## config.mk

```make
export PLATFORM = sky130hd
export DESIGN_NAME = tmrScrubber
export DESIGN_NICKNAME = d
export VERILOG_FILES = /design/src/rtl/scrubPkg.sv /design/src/rtl/scrubDatapath.sv /design/src/rtl/scrubControl.sv /design/src/rtl/tmrScrubber.sv
export SDC_FILE = /design/constraint.sdc
export NUM_CORES = 1
export LEC_CHECK = 0
export BUFFER_PORTS_ARGS = -buffer_cell sky130_fd_sc_hd__buf_2
export CORE_AREA = 2 2 60 45
export CTS_CLUSTER_DIAMETER = 120
export DETAILED_ROUTE_END_ITERATION = 12
export DIE_AREA = 0 0 62 47
export GPL_TIMING_DRIVEN = 0
export PLACE_DENSITY = 0.79
export REMOVE_ABC_BUFFERS = 1
export SLEW_MARGIN = 20
export SYNTH_ARGS = -nofsm -noshare
export SYNTH_HDL_FRONTEND = slang
export SYNTH_SLANG_ARGS = --single-unit
```

## constraint.sdc

```tcl
create_clock -name clk -period 1.77 [get_ports clk]
set_input_delay 0.177 -clock clk [delete_from_list [all_inputs] [get_ports clk]]
set_output_delay 0.177 -clock clk [all_outputs]
set_load 0.005 [all_outputs]
```

## src/rtl/scrubPkg.sv

```systemverilog
package scrubPkg;
  typedef enum logic [2:0] {
    S_IDLE, S_START, S_READ, S_DECIDE, S_RELOAD, S_SYNC
  } scrubState_e;

  typedef struct packed {
    logic clearFlags;
    logic readEn;
  } dpStrobe_t;

  function automatic logic [2:0] lowestOne(input logic [2:0] m);
    return m & (~m + 3'd1);
  endfunction
endpackage

```

## src/rtl/scrubDatapath.sv

```systemverilog
module scrubDatapath
  import scrubPkg::*;
#(
  parameter int BYTE_W = 8,
  parameter int FRAME_BYTES = 64
) (
  input  logic              clk,
  input  logic              rstN,
  input  dpStrobe_t         strobe,
  input  logic [BYTE_W-1:0] rbData0,
  input  logic [BYTE_W-1:0] rbData1,
  input  logic [BYTE_W-1:0] rbData2,
  input  logic [2:0]        rbValid,
  output logic              rbReady,
  output logic              lastBeat,
  output logic [2:0]        missFlags
);
  localparam int CNT_W = (FRAME_BYTES > 2) ? $clog2(FRAME_BYTES) : 1;
  localparam logic [CNT_W-1:0] LAST_IDX = CNT_W'(FRAME_BYTES - 1);

  logic [BYTE_W-1:0] laneByte [3];
  logic [2:0]        byteMiss;
  logic [CNT_W-1:0]  beatCnt;
  logic              accept;

  assign laneByte[0] = rbData0;
  assign laneByte[1] = rbData1;
  assign laneByte[2] = rbData2;

  assign accept   = strobe.readEn && (&rbValid);
  assign rbReady  = accept;
  assign lastBeat = accept && (beatCnt == LAST_IDX);

  for (genvar d = 0; d < 3; d++) begin : gLane
    localparam int P = (d + 1) % 3;
    localparam int Q = (d + 2) % 3;
    assign byteMiss[d] = (laneByte[d] != laneByte[P]) && (laneByte[d] != laneByte[Q]);
  end

  always_ff @(posedge clk) begin
    if (!rstN) begin
      missFlags <= '0;
      beatCnt   <= '0;
    end else if (strobe.clearFlags) begin
      missFlags <= '0;
      beatCnt   <= '0;
    end else if (accept) begin
      missFlags <= missFlags | byteMiss;
      beatCnt   <= (beatCnt == LAST_IDX) ? '0 : beatCnt + 1'b1;
    end
  end

  // flags only accumulate within a pass
  a_r4_sticky: assert property (@(posedge clk) disable iff (!rstN)
    !strobe.clearFlags |=> ((missFlags & $past(missFlags)) == $past(missFlags)));

  // no byte taken means flags do not move
  a_r3_no_accept_stable: assert property (@(posedge clk) disable iff (!rstN)
    (!rbReady && !strobe.clearFlags) |=> $stable(missFlags));
endmodule

```

## src/rtl/scrubControl.sv

```systemverilog
module scrubControl
  import scrubPkg::*;
(
  input  logic       clk,
  input  logic       rstN,
  input  logic       scrubTick,
  input  logic       lastBeat,
  input  logic [2:0] missFlags,
  input  logic [2:0] reloadDone,
  output dpStrobe_t  strobe,
  output logic       rbStart,
  output logic [2:0] reloadReq,
  output logic       imgEn,
  output logic       syncReq,
  output logic       busy
);
  scrubState_e state, nextState;
  logic [2:0]  pending, nextPending;
  logic        doneHit;

  assign reloadReq = (state == S_RELOAD) ? lowestOne(pending) : 3'b000;
  assign doneHit   = |(reloadDone & reloadReq);

  always_comb begin
    nextState   = state;
    nextPending = pending;
    unique case (state)
      S_IDLE:   if (scrubTick) nextState = S_START;
      S_START:  nextState = S_READ;
      S_READ:   if (lastBeat) nextState = S_DECIDE;
      S_DECIDE: begin
        nextPending = missFlags;
        nextState   = (missFlags == 3'b000) ? S_IDLE : S_RELOAD;
      end
      S_RELOAD: if (doneHit) begin
        nextPending = pending & ~reloadReq;
        if ((pending & ~reloadReq) == 3'b000) nextState = S_SYNC;
      end
      S_SYNC:   nextState = S_IDLE;
      default:  nextState = S_IDLE;
    endcase
  end

  always_ff @(posedge clk) begin
    if (!rstN) begin
      state   <= S_IDLE;
      pending <= '0;
    end else begin
      state   <= nextState;
      pending <= nextPending;
    end
  end

  assign strobe.clearFlags = (state == S_START);
  assign strobe.readEn     = (state == S_READ);
  assign rbStart           = (state == S_START);
  assign imgEn             = (state == S_RELOAD);
  assign syncReq           = (state == S_SYNC);
  assign busy              = (state != S_IDLE);

  // one device at a time
  a_r6_onehot: assert property (@(posedge clk) disable iff (!rstN)
    $onehot0(reloadReq));

  // request held until its own acknowledge (R7: others ignored)
  a_r6_hold: assert property (@(posedge clk) disable iff (!rstN)
    ((reloadReq != 3'b000) && ((reloadDone & reloadReq) == 3'b000)) |=> (reloadReq == $past(reloadReq)));

  // image read only while a reload is requested
  a_r9_img_reload: assert property (@(posedge clk) disable iff (!rstN)
    imgEn == (reloadReq != 3'b000));

  // sync is a single-cycle pulse ending the pass
  a_r8_sync_pulse: assert property (@(posedge clk) disable iff (!rstN)
    syncReq |=> (!syncReq && !busy));

  // tick from idle starts a pass
  a_r2_start: assert property (@(posedge clk) disable iff (!rstN)
    (!busy && scrubTick) |=> (busy && rbStart));

  // tick while busy never restarts the readback request
  a_r10_no_restart: assert property (@(posedge clk) disable iff (!rstN)
    (busy && !rbStart) |=> !rbStart);
endmodule

```

## src/rtl/tmrScrubber.sv

```systemverilog
module tmrScrubber
  import scrubPkg::*;
#(
  parameter int BYTE_W = 8,
  parameter int FRAME_BYTES = 64
) (
  input  logic              clk,
  input  logic              rstN,
  input  logic              scrubTick,
  input  logic [BYTE_W-1:0] rbData0,
  input  logic [BYTE_W-1:0] rbData1,
  input  logic [BYTE_W-1:0] rbData2,
  input  logic [2:0]        rbValid,
  output logic              rbReady,
  output logic              rbStart,
  output logic [2:0]        missFlags,
  output logic [2:0]        reloadReq,
  input  logic [2:0]        reloadDone,
  output logic              imgEn,
  output logic              syncReq,
  output logic              busy
);
  dpStrobe_t strobe;
  logic      lastBeat;

  scrubDatapath #(.BYTE_W(BYTE_W), .FRAME_BYTES(FRAME_BYTES)) uDp (
    .clk(clk), .rstN(rstN), .strobe(strobe),
    .rbData0(rbData0), .rbData1(rbData1), .rbData2(rbData2),
    .rbValid(rbValid), .rbReady(rbReady), .lastBeat(lastBeat),
    .missFlags(missFlags)
  );

  scrubControl uCtl (
    .clk(clk), .rstN(rstN), .scrubTick(scrubTick), .lastBeat(lastBeat),
    .missFlags(missFlags), .reloadDone(reloadDone), .strobe(strobe),
    .rbStart(rbStart), .reloadReq(reloadReq), .imgEn(imgEn),
    .syncReq(syncReq), .busy(busy)
  );
endmodule

```

==> out/metrics.yaml <==
status: "complete, no violations"
synth_largest_area_cell: "dfxtp_1"
syn_inst: 122
yosysUniqueCellTypes: 35
max_slew_margin_pct: 60.13
routed_wl_um: 2618
cp_max_fo: 7
endpoint_kind: "output pin"
routedWlPerCell_um: 12.90
grt_max_degree: 9
cap_viol_max_count: 0
setup_viol: 0
required_ps: 1590
layout-drive-gt1-share_pct: 32.54
cts_buffers: 3
whs_path_depth: 2
final_common_cell: "buf_2"
clock_sinks: 15
syn2layout_area_growth_pct: 27.87
die_area_mm2: 0.002914
drtPass1Iterations: 4
async_flop_share_pct: 0
nets: 204
r2r_cells: 4
core_mm2: 0.002346
antenna_found_initial: 0
cts_tree: "built"
ir_drop_mv: 0.3376
synth_edf_count: 0
p_leak_nw: 0.5776
holdPathEnd: "uCtl.pending[2]"
place_hpwl_um: 2109
grt_pass1_vias: 960
critPathKind: "register to output pin"
via_count: 1105
p_per_area_mw_per_mm2: 562.4
holdWs_ps: 172.4
period_minus_slack_ps: 1665
fp.dieH_um: 47
hold_start: "rstN"
met2_usage_pct: 30.42
io_pins: 44
hold_buffers: 0
r2r-end: "uDp.beatCnt[0]"
busiest_layer: "met2"
track_usage_pct: 18.83
reg2reg_slack_ps: 140
initial_utilization_pct: 44.59
regArea_um2: 302.8
std_cell_rows: 15
hp-class: "input port to register"
tightest_slew_ps: 591.7
cts_root_buf: "clkbuf_4"
syn_area_mm2: 0.001046
diodes: 0
cp-startpoint: "uCtl.state[0]"
timing.fmax_mhz: 600.5
fin_setup_tns_ps: 0
fin_crit_sh_pct: 94.09
gp_congestion: 0.7292
start_kind: "register"
clock_skew_ps: 4.199
drt-initial-drc-count: 64
grt_overflow: 0
synth.avg_cell_area_um2: 8.574
final_cell_mix: "43 x buf_2, 17 x xor2_1, 13 x xnor2_1, 13 x dfxtp_1, 11 x nor2_1"
cp.arrival_ps: 1490
synth_top_cell_area_share_pct: 28.71
grt_pass1_wl_um: 3988
multiInputGateArea_um2: 723.2
fillerInstances: 209
synth_warnings: 0
synth_area_leaders: "dfxtp_1 29%, xor2_1 14%, xnor2_1 11%"
grt_setup_unrepaired: "false"
drc: 0
clk_path_buf_depth: 2
antenna_left: 0
insertion_delay_ps: 290
io_buffers: 43
use_met1_pct: 23.38
synth.ff_latch_count: 15
yosysSeqAreaShare_pct: 28.71
synthFlopType: "dfxtp_1"
slew_violations: 0
clk_pin_slew_ps: 90
grt.met3_usage_pct: 6.612
die_x_um: 62
cts_max_level: 1
reg2reg_from: "uCtl.state[0]"
hold_viol_final: 0
viasPerCell: 5.443
## power breakdown
group	switching [W]	total [W]	internal [W]
Clock	0.000117	0.000205	0.0000878
Sequential	0.0000161	0.000363	0.000347
Combinational	0.0000935	0.000184	0.0000903
## cell type report
cell class                      count  share of cell area, %
Clock buffer                        4                  1.964
Inverter                            5                  1.497
Multi-Input combinational cell    101                  54.07
Sequential cell                    15                  22.64
Tap cell                           34                  3.181
Timing Repair Buffer               44                  16.65
## critical path: stages (launching register included)
cell and delay, ps:
dfxtp_1 380, nand4b_1 230, or2_2 360, inv_2 110, buf_2 120
## stage by stage
step	instance area, µm²	setup slack [ps]	power (W)	utilization, %	std cells
3_5_place_dp	1299	72.91	0.0005478	55.36	198
2_1_floorplan	1041	305.5	0.0004620	-	121
6_report	1338	104.7	0.0007522	57.01	203
4_1_cts	1334	2.925	0.0007492	56.85	203
3_3_place_gp	1299	93.02	0.0005406	55.36	198
5_1_grt	1338	10.84	0.0007872	57.01	203
## cells in the mapped netlist (all sizes together) (2+ instances only)
cell type   n
a21oi       4
o31ai       2
inv         4
xnor2      13
nand3       3
a21boi      3
nor2       11
o21a        4
dfxtp      15
nand4b      3
a22o        3
and3        2
xor2       17
o21ai       2
nand2       7
nand4       3
nor4        5
nand2b      2
nor3        4
## worst max path at each step
stage	to	slack (ps)
2_1_floorplan	uDp.beatCnt[0]	310
3_3_place_gp	uDp.beatCnt[0]	90
3_5_place_dp	uDp.beatCnt[0]	70
4_1_cts	rbReady	3
5_1_grt	rbReady	10
6_report	rbReady	100
## state kept, by name, summed over array words and instances, names as in the netlist
signal / flops
uCtl.pending: 3
uDp.missFlags: 3
uCtl.state: 3
uDp.beatCnt: 6
## cell families after synthesis
kind of cell    synth area share [%]
compound gates                 16.15
xor+xnor                       25.12
fa+ha+maj                      2.153
buf+inv                        2.391
flops                          28.71
simple gates                   25.48
## metal layers
layer  part of all wire (%)  routed length, µm  up-vias
met2                     49               1293       38
met4                    1.3                 33        0
met3                    5.4                142        7
met5                      0                  0        -
met1                     44               1149      528
li1                       -                  -      532
## what timing repair did
item | in CTS | in global routing
setup endpoints to repair | 1 | 4
gates resized for setup | 1 | 3
setup buffers | 1 | 0
No activity file was read; power rests on OpenSTA's default activity.
